--- src/rtl/rtcw_pkg.sv ---
// Shared constants and types for the real-time counter block.
// Assumes byte offsets on a 5-bit address and a 2-bit source select.
package rtcw_pkg;
    localparam int ADDR_W = 5;
    localparam int SEL_W  = 2;
    localparam int NCODE  = 1 << SEL_W;

    localparam logic [ADDR_W-1:0] OFS_CTRL = 5'h00;
    localparam logic [ADDR_W-1:0] OFS_STAT = 5'h04;
    localparam logic [ADDR_W-1:0] OFS_CNT  = 5'h08;
    localparam logic [ADDR_W-1:0] OFS_CMP  = 5'h0C;
    localparam logic [ADDR_W-1:0] OFS_WAKE = 5'h10;

    localparam int ST_ALARM = 0;
    localparam int ST_WAKE  = 1;
    localparam int ST_BUSY  = 2;

    // Control layout, LSB first: run, alarm_ie, wake_run, wake_ie, pre512, pre32, sel
    typedef struct packed {
        logic [SEL_W-1:0] sel;
        logic             pre32;
        logic             pre512;
        logic             wake_ie;
        logic             wake_run;
        logic             alarm_ie;
        logic             run;
    } ctrl_t;

    localparam int CTRL_W = $bits(ctrl_t);
endpackage

--- src/rtl/rtcw_divstage.sv ---
// One optional divider stage: passes every input pulse when disabled,
// otherwise every DIV-th input pulse. Assumes DIV >= 2.
module rtcw_divstage #(
    parameter int DIV = 512
) (
    input  logic clk,
    input  logic rst_n,
    input  logic clr,
    input  logic en,
    input  logic pulse_in,
    output logic pulse_out
);
    localparam int CW = $clog2(DIV);

    logic [CW-1:0] cnt_q;
    logic          last;

    assign last      = (cnt_q == CW'(DIV - 1));
    assign pulse_out = pulse_in && (!en || last);

    // Count input pulses while enabled; wrap at DIV-1.
    always_ff @(posedge clk) begin
        if (!rst_n || clr) begin
            cnt_q <= '0;
        end else if (pulse_in && en) begin
            cnt_q <= last ? '0 : cnt_q + 1'b1;
        end
    end
endmodule

--- src/rtl/rtcw_prescaler.sv ---
// Source selection followed by two chained optional divider stages.
// Assumes each src_tick bit is a one-cycle enable in the clk domain.
module rtcw_prescaler import rtcw_pkg::*; #(
    parameter int DIV_A = 512,
    parameter int DIV_B = 32
) (
    input  logic             clk,
    input  logic             rst_n,
    input  logic             clr,
    input  logic [NCODE-1:0] src_tick,
    input  logic [SEL_W-1:0] sel,
    input  logic             en_a,
    input  logic             en_b,
    output logic             tick
);
    localparam int NST = 2;
    localparam int DIVS [NST] = '{DIV_A, DIV_B};

    logic [NST:0]   pulse;
    logic [NST-1:0] en;

    assign pulse[0] = src_tick[sel];
    assign en       = {en_b, en_a};
    assign tick     = pulse[NST];

    for (genvar g = 0; g < NST; g++) begin : g_stage
        rtcw_divstage #(.DIV(DIVS[g])) u_stage (
            .clk       (clk),
            .rst_n     (rst_n),
            .clr       (clr),
            .en        (en[g]),
            .pulse_in  (pulse[g]),
            .pulse_out (pulse[g+1])
        );
    end
endmodule

--- src/rtl/rtcw_regs.sv ---
// Register file: control, compare and interval storage, write gating,
// flag-clear strobes and read multiplexer. Assumes single-cycle accesses.
module rtcw_regs import rtcw_pkg::*; #(
    parameter int               CNT_W    = 32,
    parameter logic [NCODE-1:0] RSV_MASK = 4'b1000
) (
    input  logic              clk,
    input  logic              rst_n,
    input  logic              bus_sel,
    input  logic              bus_wr,
    input  logic [ADDR_W-1:0] bus_addr,
    input  logic [31:0]       bus_wdata,
    output logic [31:0]       bus_rdata,
    input  logic [CNT_W-1:0]  count,
    input  logic              alarm_flag,
    input  logic              wake_flag,
    input  logic              busy,
    output ctrl_t             ctrl_q,
    output logic [CNT_W-1:0]  cmp_q,
    output logic [CNT_W-1:0]  intv_q,
    output logic              run_rise,
    output logic              cmp_wr,
    output logic [1:0]        flag_clr
);
    logic  wr_ctrl, wr_stat, wr_cmp, wr_wake;
    ctrl_t wr_val;

    assign wr_ctrl  = bus_sel && bus_wr && (bus_addr == OFS_CTRL);
    assign wr_stat  = bus_sel && bus_wr && (bus_addr == OFS_STAT);
    assign wr_cmp   = bus_sel && bus_wr && (bus_addr == OFS_CMP);
    assign wr_wake  = bus_sel && bus_wr && (bus_addr == OFS_WAKE);
    assign wr_val   = ctrl_t'(bus_wdata[CTRL_W-1:0]);
    assign run_rise = wr_ctrl && wr_val.run && !ctrl_q.run;
    assign cmp_wr   = wr_cmp && !busy;
    assign flag_clr = wr_stat ? bus_wdata[1:0] : 2'b00;

    // Control register: enables always, clock setup only while stopped.
    always_ff @(posedge clk) begin
        if (!rst_n) begin
            ctrl_q <= '0;
        end else if (wr_ctrl) begin
            ctrl_q.run      <= wr_val.run;
            ctrl_q.alarm_ie <= wr_val.alarm_ie;
            ctrl_q.wake_run <= wr_val.wake_run;
            ctrl_q.wake_ie  <= wr_val.wake_ie;
            if (!ctrl_q.run) begin
                ctrl_q.pre512 <= wr_val.pre512;
                ctrl_q.pre32  <= wr_val.pre32;
                if (!RSV_MASK[wr_val.sel]) begin
                    ctrl_q.sel <= wr_val.sel;
                end
            end
        end
    end

    // Compare register: accepted only while no update is in flight.
    always_ff @(posedge clk) begin
        if (!rst_n) begin
            cmp_q <= '0;
        end else if (cmp_wr) begin
            cmp_q <= bus_wdata[CNT_W-1:0];
        end
    end

    // Wake interval register: plain storage.
    always_ff @(posedge clk) begin
        if (!rst_n) begin
            intv_q <= '0;
        end else if (wr_wake) begin
            intv_q <= bus_wdata[CNT_W-1:0];
        end
    end

    // Read multiplexer, zero for unmapped offsets.
    always_comb begin
        bus_rdata = '0;
        case (bus_addr)
            OFS_CTRL: bus_rdata = 32'(ctrl_q);
            OFS_STAT: bus_rdata = 32'({busy, wake_flag, alarm_flag});
            OFS_CNT:  bus_rdata = 32'(count);
            OFS_CMP:  bus_rdata = 32'(cmp_q);
            OFS_WAKE: bus_rdata = 32'(intv_q);
            default:  bus_rdata = '0;
        endcase
    end
endmodule

--- src/rtl/rtcw_timers.sv ---
// Main counter, alarm compare, compare-update busy window and periodic
// wake timer, all advancing on the prescaled tick.
module rtcw_timers #(
    parameter int CNT_W      = 32,
    parameter int BUSY_TICKS = 3
) (
    input  logic             clk,
    input  logic             rst_n,
    input  logic             tick,
    input  logic             run,
    input  logic             run_rise,
    input  logic             wake_run,
    input  logic [CNT_W-1:0] cmp_q,
    input  logic             cmp_wr,
    input  logic [CNT_W-1:0] intv_q,
    input  logic [1:0]       flag_clr,
    output logic [CNT_W-1:0] count_q,
    output logic [CNT_W-1:0] wake_cnt_q,
    output logic             alarm_flag,
    output logic             wake_flag,
    output logic             busy
);
    localparam int BW = $clog2(BUSY_TICKS + 1);

    logic [BW-1:0] busy_q;
    logic          alarm_hit, wake_hit;

    assign busy      = (busy_q != '0);
    assign alarm_hit = run && tick && !run_rise && (cmp_q != '0) && (count_q + 1'b1 == cmp_q);
    assign wake_hit  = wake_run && tick && (intv_q != '0) && (wake_cnt_q + 1'b1 == intv_q);

    // Main counter: zeroed on run enable, advances on ticks while running.
    always_ff @(posedge clk) begin
        if (!rst_n || run_rise) begin
            count_q <= '0;
        end else if (run && tick) begin
            count_q <= count_q + 1'b1;
        end
    end

    // Busy window: loaded on accepted compare write, drained by ticks.
    always_ff @(posedge clk) begin
        if (!rst_n) begin
            busy_q <= '0;
        end else if (cmp_wr) begin
            busy_q <= BW'(BUSY_TICKS);
        end else if (tick && busy) begin
            busy_q <= busy_q - 1'b1;
        end
    end

    // Wake counter: held at zero when off, restarts after each event.
    always_ff @(posedge clk) begin
        if (!rst_n || !wake_run) begin
            wake_cnt_q <= '0;
        end else if (wake_hit) begin
            wake_cnt_q <= '0;
        end else if (tick) begin
            wake_cnt_q <= wake_cnt_q + 1'b1;
        end
    end

    // Sticky flags: set by events, cleared by write-one; set has priority.
    always_ff @(posedge clk) begin
        if (!rst_n) begin
            alarm_flag <= 1'b0;
            wake_flag  <= 1'b0;
        end else begin
            if (alarm_hit)        alarm_flag <= 1'b1;
            else if (flag_clr[0]) alarm_flag <= 1'b0;
            if (wake_hit)         wake_flag  <= 1'b1;
            else if (flag_clr[1]) wake_flag  <= 1'b0;
        end
    end
endmodule

--- src/rtl/rtcw_top.sv ---
// Real-time counter top: prescaler, register file and timers joined,
// plus the combined interrupt. Assumes src_tick is synchronous to clk.
module rtcw_top import rtcw_pkg::*; #(
    parameter int               CNT_W      = 32,
    parameter int               DIV_A      = 512,
    parameter int               DIV_B      = 32,
    parameter int               BUSY_TICKS = 3,
    parameter logic [NCODE-1:0] RSV_MASK   = 4'b1000
) (
    input  logic              clk,
    input  logic              rst_n,
    input  logic [NCODE-1:0]  src_tick,
    input  logic              bus_sel,
    input  logic              bus_wr,
    input  logic [ADDR_W-1:0] bus_addr,
    input  logic [31:0]       bus_wdata,
    output logic [31:0]       bus_rdata,
    output logic              irq
);
    ctrl_t            ctrl_q;
    logic [CNT_W-1:0] cmp_q, intv_q, count_q, wake_cnt_q;
    logic             run_rise, cmp_wr, tick;
    logic             alarm_flag, wake_flag, busy;
    logic [1:0]       flag_clr;
    logic             run_en;
    logic [3:0]       clk_cfg;

    assign run_en  = ctrl_q.run;
    assign clk_cfg = {ctrl_q.sel, ctrl_q.pre32, ctrl_q.pre512};
    assign irq     = (alarm_flag && ctrl_q.alarm_ie) || (wake_flag && ctrl_q.wake_ie);

    rtcw_regs #(.CNT_W(CNT_W), .RSV_MASK(RSV_MASK)) u_regs (
        .clk        (clk),
        .rst_n      (rst_n),
        .bus_sel    (bus_sel),
        .bus_wr     (bus_wr),
        .bus_addr   (bus_addr),
        .bus_wdata  (bus_wdata),
        .bus_rdata  (bus_rdata),
        .count      (count_q),
        .alarm_flag (alarm_flag),
        .wake_flag  (wake_flag),
        .busy       (busy),
        .ctrl_q     (ctrl_q),
        .cmp_q      (cmp_q),
        .intv_q     (intv_q),
        .run_rise   (run_rise),
        .cmp_wr     (cmp_wr),
        .flag_clr   (flag_clr)
    );

    rtcw_prescaler #(.DIV_A(DIV_A), .DIV_B(DIV_B)) u_pre (
        .clk      (clk),
        .rst_n    (rst_n),
        .clr      (run_rise),
        .src_tick (src_tick),
        .sel      (ctrl_q.sel),
        .en_a     (ctrl_q.pre512),
        .en_b     (ctrl_q.pre32),
        .tick     (tick)
    );

    rtcw_timers #(.CNT_W(CNT_W), .BUSY_TICKS(BUSY_TICKS)) u_tmr (
        .clk        (clk),
        .rst_n      (rst_n),
        .tick       (tick),
        .run        (ctrl_q.run),
        .run_rise   (run_rise),
        .wake_run   (ctrl_q.wake_run),
        .cmp_q      (cmp_q),
        .cmp_wr     (cmp_wr),
        .intv_q     (intv_q),
        .flag_clr   (flag_clr),
        .count_q    (count_q),
        .wake_cnt_q (wake_cnt_q),
        .alarm_flag (alarm_flag),
        .wake_flag  (wake_flag),
        .busy       (busy)
    );
endmodule

--- config.mk ---
export PLATFORM = sky130hd
export DESIGN_NAME = rtcw_top
export DESIGN_NICKNAME = d
export VERILOG_FILES = /design/src/rtl/rtcw_pkg.sv /design/src/rtl/rtcw_divstage.sv /design/src/rtl/rtcw_prescaler.sv /design/src/rtl/rtcw_regs.sv /design/src/rtl/rtcw_timers.sv /design/src/rtl/rtcw_top.sv
export SDC_FILE = /design/constraint.sdc
export NUM_CORES = 1
export LEC_CHECK = 0
export BUFFER_PORTS_ARGS = -buffer_cell sky130_fd_sc_hd__buf_2
export CORE_ASPECT_RATIO = 1.5
export CORE_MARGIN = 5
export CORE_UTILIZATION = 50
export CTS_BUF_LIST = sky130_fd_sc_hd__clkbuf_4
export CTS_CLUSTER_SIZE = 8
export DETAILED_ROUTE_END_ITERATION = 8
export PLACE_DENSITY_LB_ADDON = 0.2
export SYNTH_ARGS = -nofsm -noshare
export SYNTH_HDL_FRONTEND = slang
export SYNTH_SLANG_ARGS = --single-unit
--- constraint.sdc ---
create_clock -name clk -period 6.84 [get_ports clk]
set_input_delay 0.684 -clock clk [delete_from_list [all_inputs] [get_ports clk]]
set_output_delay 0.684 -clock clk [all_outputs]
set_load 0.02 [all_outputs]
== Word level (Yosys, flattened, before mapping) ==
Index checks and enable logic that the tools add are counted.

* Bits in registers: 154
* Output and inout bits: 33

* Add/subtract/negate cells: 5
* Magnitude comparators: 2
* Eq/ne operators: 8
* Mux-type cells: 14
* Bitwise logic cells: 2
* Reductions and logical operators: 44

{| class="wikitable"
|+ Operators by type and width
! cell !! number
|-
| case mux 32 bit (5 select lines) || 1
|-
| adder 32 x 1 -> 32 bit, second input constant || 2
|-
| equality test 32 bit || 2
|-
| nonzero test 32 bit || 2
|-
| logical AND 1 bit || 22
|-
| equality test 5 x 4 -> 1 bit, second input constant || 2
|-
| equality test 5 bit, second input constant || 2
|-
| adder 9 x 1 -> 9 bit, second input constant || 1
|-
| equality test 9 bit, second input constant || 1
|-
| 2-to-1 mux 9 bit || 1
|-
| nonzero test 2 bit || 4
|-
| zero test 1 bit || 7
|-
| < comparator 2 x 3 -> 1 bit, second input constant || 2
|-
| 2-to-1 mux 1 bit || 6
|-
| 2-to-1 mux 2 bit || 3
|-
| adder 5 x 1 -> 5 bit, second input constant || 1
|-
| equality test 5 x 3 -> 1 bit, second input constant || 1
|-
| zero test 5 bit || 1
|-
| logical OR 1 bit || 5
|-
| 2-to-1 mux 5 bit || 1
|-
| binary-select mux 1 bit (select 2 bit) || 2
|-
| AND reduction 3 bit || 1
|-
| NOT 1 bit || 2
|-
| AND reduction 2 bit || 1
|-
| other kinds (2) || 2
|}

== Logic depth before layout (Yosys ltp) ==
Gate-level depths: netlist (run 1).

* Depth after elaboration: 9
* Mapped depth: 12

== By module ==
From an unflattened synthesis (run 1), not the netlist that was laid out.

* Cell total of the unflattened synthesis: 1153
* Area, all modules: 9754.4 um^2

{| class="wikitable"
|+ By module, submodules not included
! module !! times used !! cells each !! area an instance (um^2)
|-
| rtcw_timers || 1 || 678 || 5413.9
|-
| rtcw_regs || 1 || 387 || 3578.4
|-
| rtcw_divstage at u_pre.g_stage[0].u_stage || 1 || 56 || 476.7
|-
| rtcw_divstage at u_pre.g_stage[1].u_stage || 1 || 30 || 254.0
|-
| rtcw_prescaler || 1 || 1 || 22.5
|-
| rtcw_top || 1 || 1 || 8.8
|}

== Worst setup path before layout (run 1) ==
No wires, ideal clock.

* Kind: reg2reg
* Start point: register u_tmr.wake_cnt_q[0]
* End point: register u_tmr.wake_cnt_q[16]
* Library setup time: 0.115 ns
* Arrival time: 2.674 ns
* Data required time: 6.725 ns
* Path slack: 4.051 ns
* Cell stages (with the launch flop): 11
* Buffers on the path: 1
* Clock period less this slack: 2.789 ns
* Cells stage by stage: dfxtp_1 > ha_1 > nand3_1 > or4_1 > nor4_1 > xnor2_1 > o2111ai_1 > or4_4 > nand3_4 > buf_8 > nor2_2

* Cells in the longest elaborated chain, start to end: 4

{| class="wikitable"
|+ Ends and longest elaborated chain
! item !! line !! RTL
|-
| start, declared || rtcw_timers.sv:18 || <nowiki>output logic [CNT_W-1:0] wake_cnt_q,</nowiki>
|-
| start signal, assigned || rtcw_timers.sv:59 || <nowiki>wake_cnt_q <= wake_cnt_q + 1'b1;</nowiki>
|-
| adder 32 x 1 -> 32 bit * || rtcw_timers.sv:30, rtcw_timers.sv:59 ||
|-
| equality test 32 bit || rtcw_timers.sv:30 || <nowiki>assign wake_hit = wake_run && tick && (intv_q != '0) && (wake_cnt_q + 1'b1 == intv_q);</nowiki>
|-
| logical AND 1 bit || rtcw_timers.sv:30 ||
|-
| OR reduction 2 bit (no source line) || n/a ||
|}

Mark *: on every way between the ends. The rest lies on a longest branch, timed or not.
A chain may end at the register's enable or synchronous reset.

== Worst setup path after layout (run 1) ==
* Start point: register u_tmr.wake_cnt_q[2]
* End point: register u_tmr.wake_cnt_q[2]

The elaborated chain is that of the path after synthesis.

==> results of run 1 <==
kinds of logic after synthesis:
group	after synthesis	share of synthesized area, %
multiplexers	11	1.35
AND/OR/NAND/NOR	554	30.2
adder cells (fa/ha/maj)	7	0.952
buffers and inverters	116	5.30
flip-flops	154	33.5
AO/OA/AOI/OAI	185	15.3
XOR/XNOR	140	13.3
area by class of cell:
class	instances	area, um^2	share of cell area, %
Multi-Input combinational cell	897	5640	56.9
Sequential cell	154	3080	31.1
Timing Repair Buffer	88	468	4.72
Tap cell	217	272	2.74
Clock inverter	12	175	1.77
Clock buffer	19	143	1.44
Inverter	33	124	1.25
Antenna cell	1	2.50	0.0253
path summary, 6_finish.rpt:
path                                                  startpoint                                        endpoint  slack [ns]  cells past startpoint
setup reg to reg                u_tmr.wake_cnt_q[2]$_SDFFE_PP0N_                u_tmr.wake_cnt_q[2]$_SDFFE_PP0N_        3.49                      8
hold / removal                                     bus_wdata[31]                   u_regs.cmp_q[31]$_SDFFE_PN0P_        0.36                      3
hold reg to reg   u_pre.g_stage[0].u_stage.cnt_q[1]$_SDFFE_PP0P_  u_pre.g_stage[0].u_stage.cnt_q[1]$_SDFFE_PP0P_        0.50                      2
setup / recovery                u_tmr.wake_cnt_q[2]$_SDFFE_PP0N_                u_tmr.wake_cnt_q[2]$_SDFFE_PP0N_        3.49                      8
stage by stage:
step / setup WS, ns / std cells / hold WS (ns)
2_1_floorplan: 4.05 / 1167 / 0.444
3_3_place_gp: 3.31 / 1389 / 0.463
3_5_place_dp: 3.18 / 1389 / 0.472
4_1_cts: 3.46 / 1420 / 0.315
5_1_grt: 3.23 / 1421 / 0.313
6_report: 3.49 / 1421 / 0.357
worst min-delay path, delay by kind of cell:
kind	cells	cell delay, ns
AO/OA/AOI/OAI	1	0.06
buffers and inverters	1	0.10
AND/OR/NAND/NOR	1	0.04
registers in the layout, summed over array words and instances, names as in the netlist:
signal / count
u_tmr.wake_cnt_q: 32
u_regs.cmp_q: 32
u_pre.g_stage.u_stage.cnt_q: 14
u_regs.ctrl_q: 8
u_tmr.busy_q: 2
u_tmr.alarm_flag: 1
u_regs.intv_q: 32
u_tmr.count_q: 32
u_tmr.wake_flag: 1
routing by layer:
metal | vias up | routed length (um)
met2 | 288 | 13100
met5 | - | 0
met1 | 3992 | 11000
li1 | 4138 | -
met3 | 72 | 1320
met4 | 0 | 1240
report_power, final:
group	total, mW	leakage [nW]	switching, mW	internal, mW
registers	0.904	1.24	0.00391	0.900
logic	0.0705	2.34	0.0442	0.0263
clock network	0.632	0.154	0.338	0.294
total	1.61	3.74	0.387	1.22
Yosys cell counts (all sizes together) (3+ instances only):
cell type,number
a211oi,4
a21boi,65
a21oi,17
a222oi,32
a22oi,5
a311oi,3
a31oi,10
and2,9
and3,20
and3b,4
and4,13
buf,20
clkbuf,63
dfxtp,154
ha,7
inv,33
mux2i,9
nand2,214
nand2b,10
nand3,35
nand3b,3
nand4,34
nor2,114
nor2b,13
nor3,19
nor3b,8
nor4,31
o2111ai,3
o211ai,5
o21ai,15
o22ai,4
or2,5
or3,8
or4,4
xnor2,72
xor2,68
==> reports/results.ini, run 1 <==
[logic_synthesis]
ys_ff_latch = 154
syn_area_um2 = 9200
async_flop_share_pct = 0
synth_fp_nets = 1219
yosys_most_used_dff = dfxtp_1
synth_area_leaders = dfxtp_1 (33%), nand2_1 (8.7%), xnor2_1 (6.9%), xor2_1 (6.5%), a21boi_0 (5.3%)
yosysSeqAreaShare_pct = 33.5
synthCells = 1167
avgSynthCellArea_um2 = 7.89
synth_largest_area_cell = dfxtp_1
synth_warnings = 0
synth_edf_count = 0
synth_top_area_share_pct = 33.5
synth.distinct_cells = 78

[clock_network]
cts-root-buf = clkbuf_4
max-clock-path-buffers = 2
numCtsBuffers = 17
post-cts-setup-buffer-count = 0
clkLatencyLatePin_ns = 0.58
cts_sinks = 154
cts_tree = built
cts_hold_buf = 0
htreeDepth = 4
cts.clk_slew.worst_paths_ns = 0.13
cts_resized = 0

[critical_path]
critical_path_class = register to register
cp-end-kind = register
slowest_delay_ns = 0.60
cp.arrival_ns = 3.80
critical_path.max_fanout = 32
critPathLaunchType = register
cp_common_cell = and4_1
crit_buf_inv = 0
critPathTopFamily = simple AND/OR/NAND/NOR gates
crit_chain = and4_1 -> and4_1 -> nand2_1 -> a2111oi_1 -> nand4_1 -> or4_4 -> nand3_4 -> nor2_1
cp_slowest_cell = or4_4
required_ns = 7.29

[grt]
top_usage_layer = met2
grt_util_met2_pct = 42.8
gr-usage-met3_pct = 3.65
grt-ovfl-total = 0
grt_pass1_vias = 8187
grt_util_met1_pct = 31.0
grt_pass1_wl_mm = 43.0
antenna_found_initial = 1
grt_max_degree = 80
grt_usage_pct = 25.3

[placed_design]
place_area_um2 = 9590
io_buffers = 77
place_hpwl_mm = 19.6
place_congestion = 0.941

[die]
core-area_um2 = 18000
boundaryPins = 78
rows = 60
dieArea_um2 = 21300
die_y_um = 176
die_x_um = 121
initial_utilization_pct = 51.1

[final_layout]
final_core_util_pct = 55.0
nNetsFinal = 1243
finalInstanceArea_um2 = 9910
layout-drive-gt1-share_pct = 12.6
final_common_cell = nand2_1
syn_to_final_growth_pct = 7.63
num-fill-cells = 1787
final_cell_mix = nand2_1 (214), dfxtp_1 (154), nor2_1 (103)

[sta]
slew_headroom_pct = 47.9
rsz0062_at_grt = no
max_freq_mhz = 299
hold_violations = 0
fin_crit_sh_pct = 48.9
fin_crit_ns = 3.35
setup_viol = 0
tightest_slew_ns = 0.775
clock_skew_ns = 0.0259
setup_tns_ns = 0
drv_slew = 0

[power_and_ir_drop]
power_density_nw_per_um2 = 162
power.total_mw = 1.61
ir_drop_mv = 0.101
leakagePower_nw = 3.74

[worst_hold_path]
min_path_type = input pin to register

[route]
drc_errors = 0
via_count = 8490
via_per_inst = 5.97
avgRoutedWirePerCell_um = 18.8
drt_iter0_drc = 756
antenna_left = 0
firstDrtPassIters = 6
wirelength_mm = 26.7

[status]
status = finished, final reports clean

[flow_run]
maxCapViolCount = 0

Note: power is estimated with default switching activity, not from simulation.
==> inputs of run 2 (changes only) <==
Clock period 6.84 ns to 3.4 ns, I/O delays scaled along.
==> reports/results.ini, run 2 (synthesis results as in run 1) <==
[clock_network]
cts.clk_slew.worst_paths_ns = 0.13
htreeDepth = 4
max-clock-path-buffers = 2
cts_sinks = 154
clkLatencyLatePin_ns = 0.58
numCtsBuffers = 17
post-cts-setup-buffer-count = 0
cts-root-buf = clkbuf_4
cts_tree = built

[die]
die_x_um = 121
initial_utilization_pct = 51.1
die_y_um = 176
dieArea_um2 = 21300
boundaryPins = 78
core-area_um2 = 18000
rows = 60

[final_layout]
layout-drive-gt1-share_pct = 14.0
finalInstanceArea_um2 = 10200
syn_to_final_growth_pct = 10.6
regArea_um2 = 3080
nNetsFinal = 1277
final_cell_mix = nand2_1 (214), dfxtp_1 (154), nor2_1 (103)
final_core_util_pct = 56.5
num-fill-cells = 1740
multi_input_area_um2 = 5650
final_common_cell = nand2_1

[sta]
fin_ws_ns = 0.245
setup_viol = 0
max_freq_mhz = 317
rsz0062_at_grt = no
drv_slew = 0
fin_crit_sh_pct = 92.8
clock_skew_ns = 0.0244
whs_ns = 0.0216
setup_tns_ns = 0
fin_crit_ns = 3.15
hold_violations = 0
tightest_slew_ns = 0.868
slew_headroom_pct = 42.1

[route]
drt_iter0_drc = 751
avgRoutedWirePerCell_um = 19.3
via_per_inst = 6.01
firstDrtPassIters = 8
antenna_left = 0
drc_errors = 0
wirelength_mm = 28.0
via_count = 8740

[flow_run]
maxCapViolCount = 0

[grt]
grt_pass1_vias = 8558
grt_pass1_wl_mm = 44.6
antenna_found_initial = 1
grt_max_degree = 79
grt-ovfl-total = 0
grt_usage_pct = 26.3

[critical_path]
required_ns = 3.84
worst-r2r-cell-count = 8
cp_slowest_cell = or4_4
critPathLaunchType = register
reg2reg_from = u_tmr.wake_cnt_q[5]$_SDFFE_PP0N_
crit_chain = and3_1 -> and4_1 -> nand2_1 -> a2111oi_1 -> nand4_1 -> or4_4 -> nand3_4 -> nor2_1
r2r_end = u_tmr.wake_cnt_q[6]$_SDFFE_PP0N_
reg2reg_slack_ns = 0.25
critical_path_class = register to register
critical_path.max_fanout = 32
slowest_delay_ns = 0.58
cp-end-kind = register
cp.arrival_ns = 3.59

[worst_hold_path]
min_path_type = input pin to register
min-delay-start = bus_wdata[25]
min_to = u_regs.intv_q[25]$_SDFFE_PN0P_
min_delay_path_depth = 3

[power_and_ir_drop]
power_density_nw_per_um2 = 312
ir_drop_mv = 0.214
leakagePower_nw = 3.92

[placed_design]
place_area_um2 = 9740
io_buffers = 77
place_congestion = 0.977
post-place-ws_ns = 0.262
place_hpwl_mm = 20.4

[status]
status = finished, final reports clean

-- run 2: cell types whose count changed in the layout (fill, tap and decap cells not counted), moves of 2 or more --
cell / before / now
dlygate4sd3_1: 0 / 13
clkinv_2: 1 / 4
clkinvlp_4: 5 / 2
buf_4: 11 / 32
clkinv_4: 1 / 3
-- run 2: timing repair --
item | CTS | global route
hold buffers | 10 | 3
endpoints found under the hold margin | 14 | 3
endpoints found under the setup margin | 0 | 22
resized for setup | 0 | 1
-- run 2: where the power goes --
part,switching [mW],internal (mW)
clock,0.685,0.519
combinational,0.0891,0.0642
sequential,0.00780,1.81
-- run 2: worst max path at each step --
stage | cells after the start | slack, ns | end | from
floorplan | 10 | 0.61 | u_tmr.wake_cnt_q[16]$_SDFFE_PP0N_ | u_tmr.wake_cnt_q[0]$_SDFFE_PP0N_
global placement | 8 | 0.33 | u_tmr.wake_cnt_q[9]$_SDFFE_PP0N_ | u_tmr.wake_cnt_q[1]$_SDFFE_PP0N_
detailed placement | 8 | 0.26 | u_tmr.wake_cnt_q[2]$_SDFFE_PP0N_ | u_tmr.wake_cnt_q[5]$_SDFFE_PP0N_
CTS | 8 | 0.25 | u_tmr.wake_cnt_q[3]$_SDFFE_PP0N_ | u_tmr.wake_cnt_q[10]$_SDFFE_PP0N_
global route | 8 | 0.05 | u_tmr.wake_cnt_q[21]$_SDFFE_PP0N_ | u_tmr.wake_cnt_q[5]$_SDFFE_PP0N_
finish | 8 | 0.25 | u_tmr.wake_cnt_q[6]$_SDFFE_PP0N_ | u_tmr.wake_cnt_q[5]$_SDFFE_PP0N_
-- run 2: layer usage --
layer	vias to the layer above	routed length (um)	track usage [%]
met4	0	1020	11.1
met3	72	1760	4.26
met5	-	0	0
met2	331	14400	48.4
met1	4135	10800	29.8
li1	4202	-	-
-- run 2: final cells by class --
type	count	area share, %
multi-input combinational	897	55.5
clock inverter	12	1.49
antenna	1	0.0246
inverter	33	1.22
timing repair buffer	122	7.43
tap	217	2.67
clock buffer	19	1.40
sequential	154	30.3
-- run 2: worst max-delay path: cells and delay by family (launching register included) --
kind / cells / cell delay (ns)
and+or+nand+nor: 7 / 2.10
AOI/OAI and AO/OA: 1 / 0.39
DFF: 1 / 0.54
-- run 2: through the flow --
stage / instances / power [mW]
2_1_floorplan: 1167 / 1.93
3_3_place_gp: 1410 / 2.00
3_5_place_dp: 1410 / 2.00
4_1_cts: 1451 / 3.19
5_1_grt: 1455 / 3.28
6_report: 1455 / 3.18
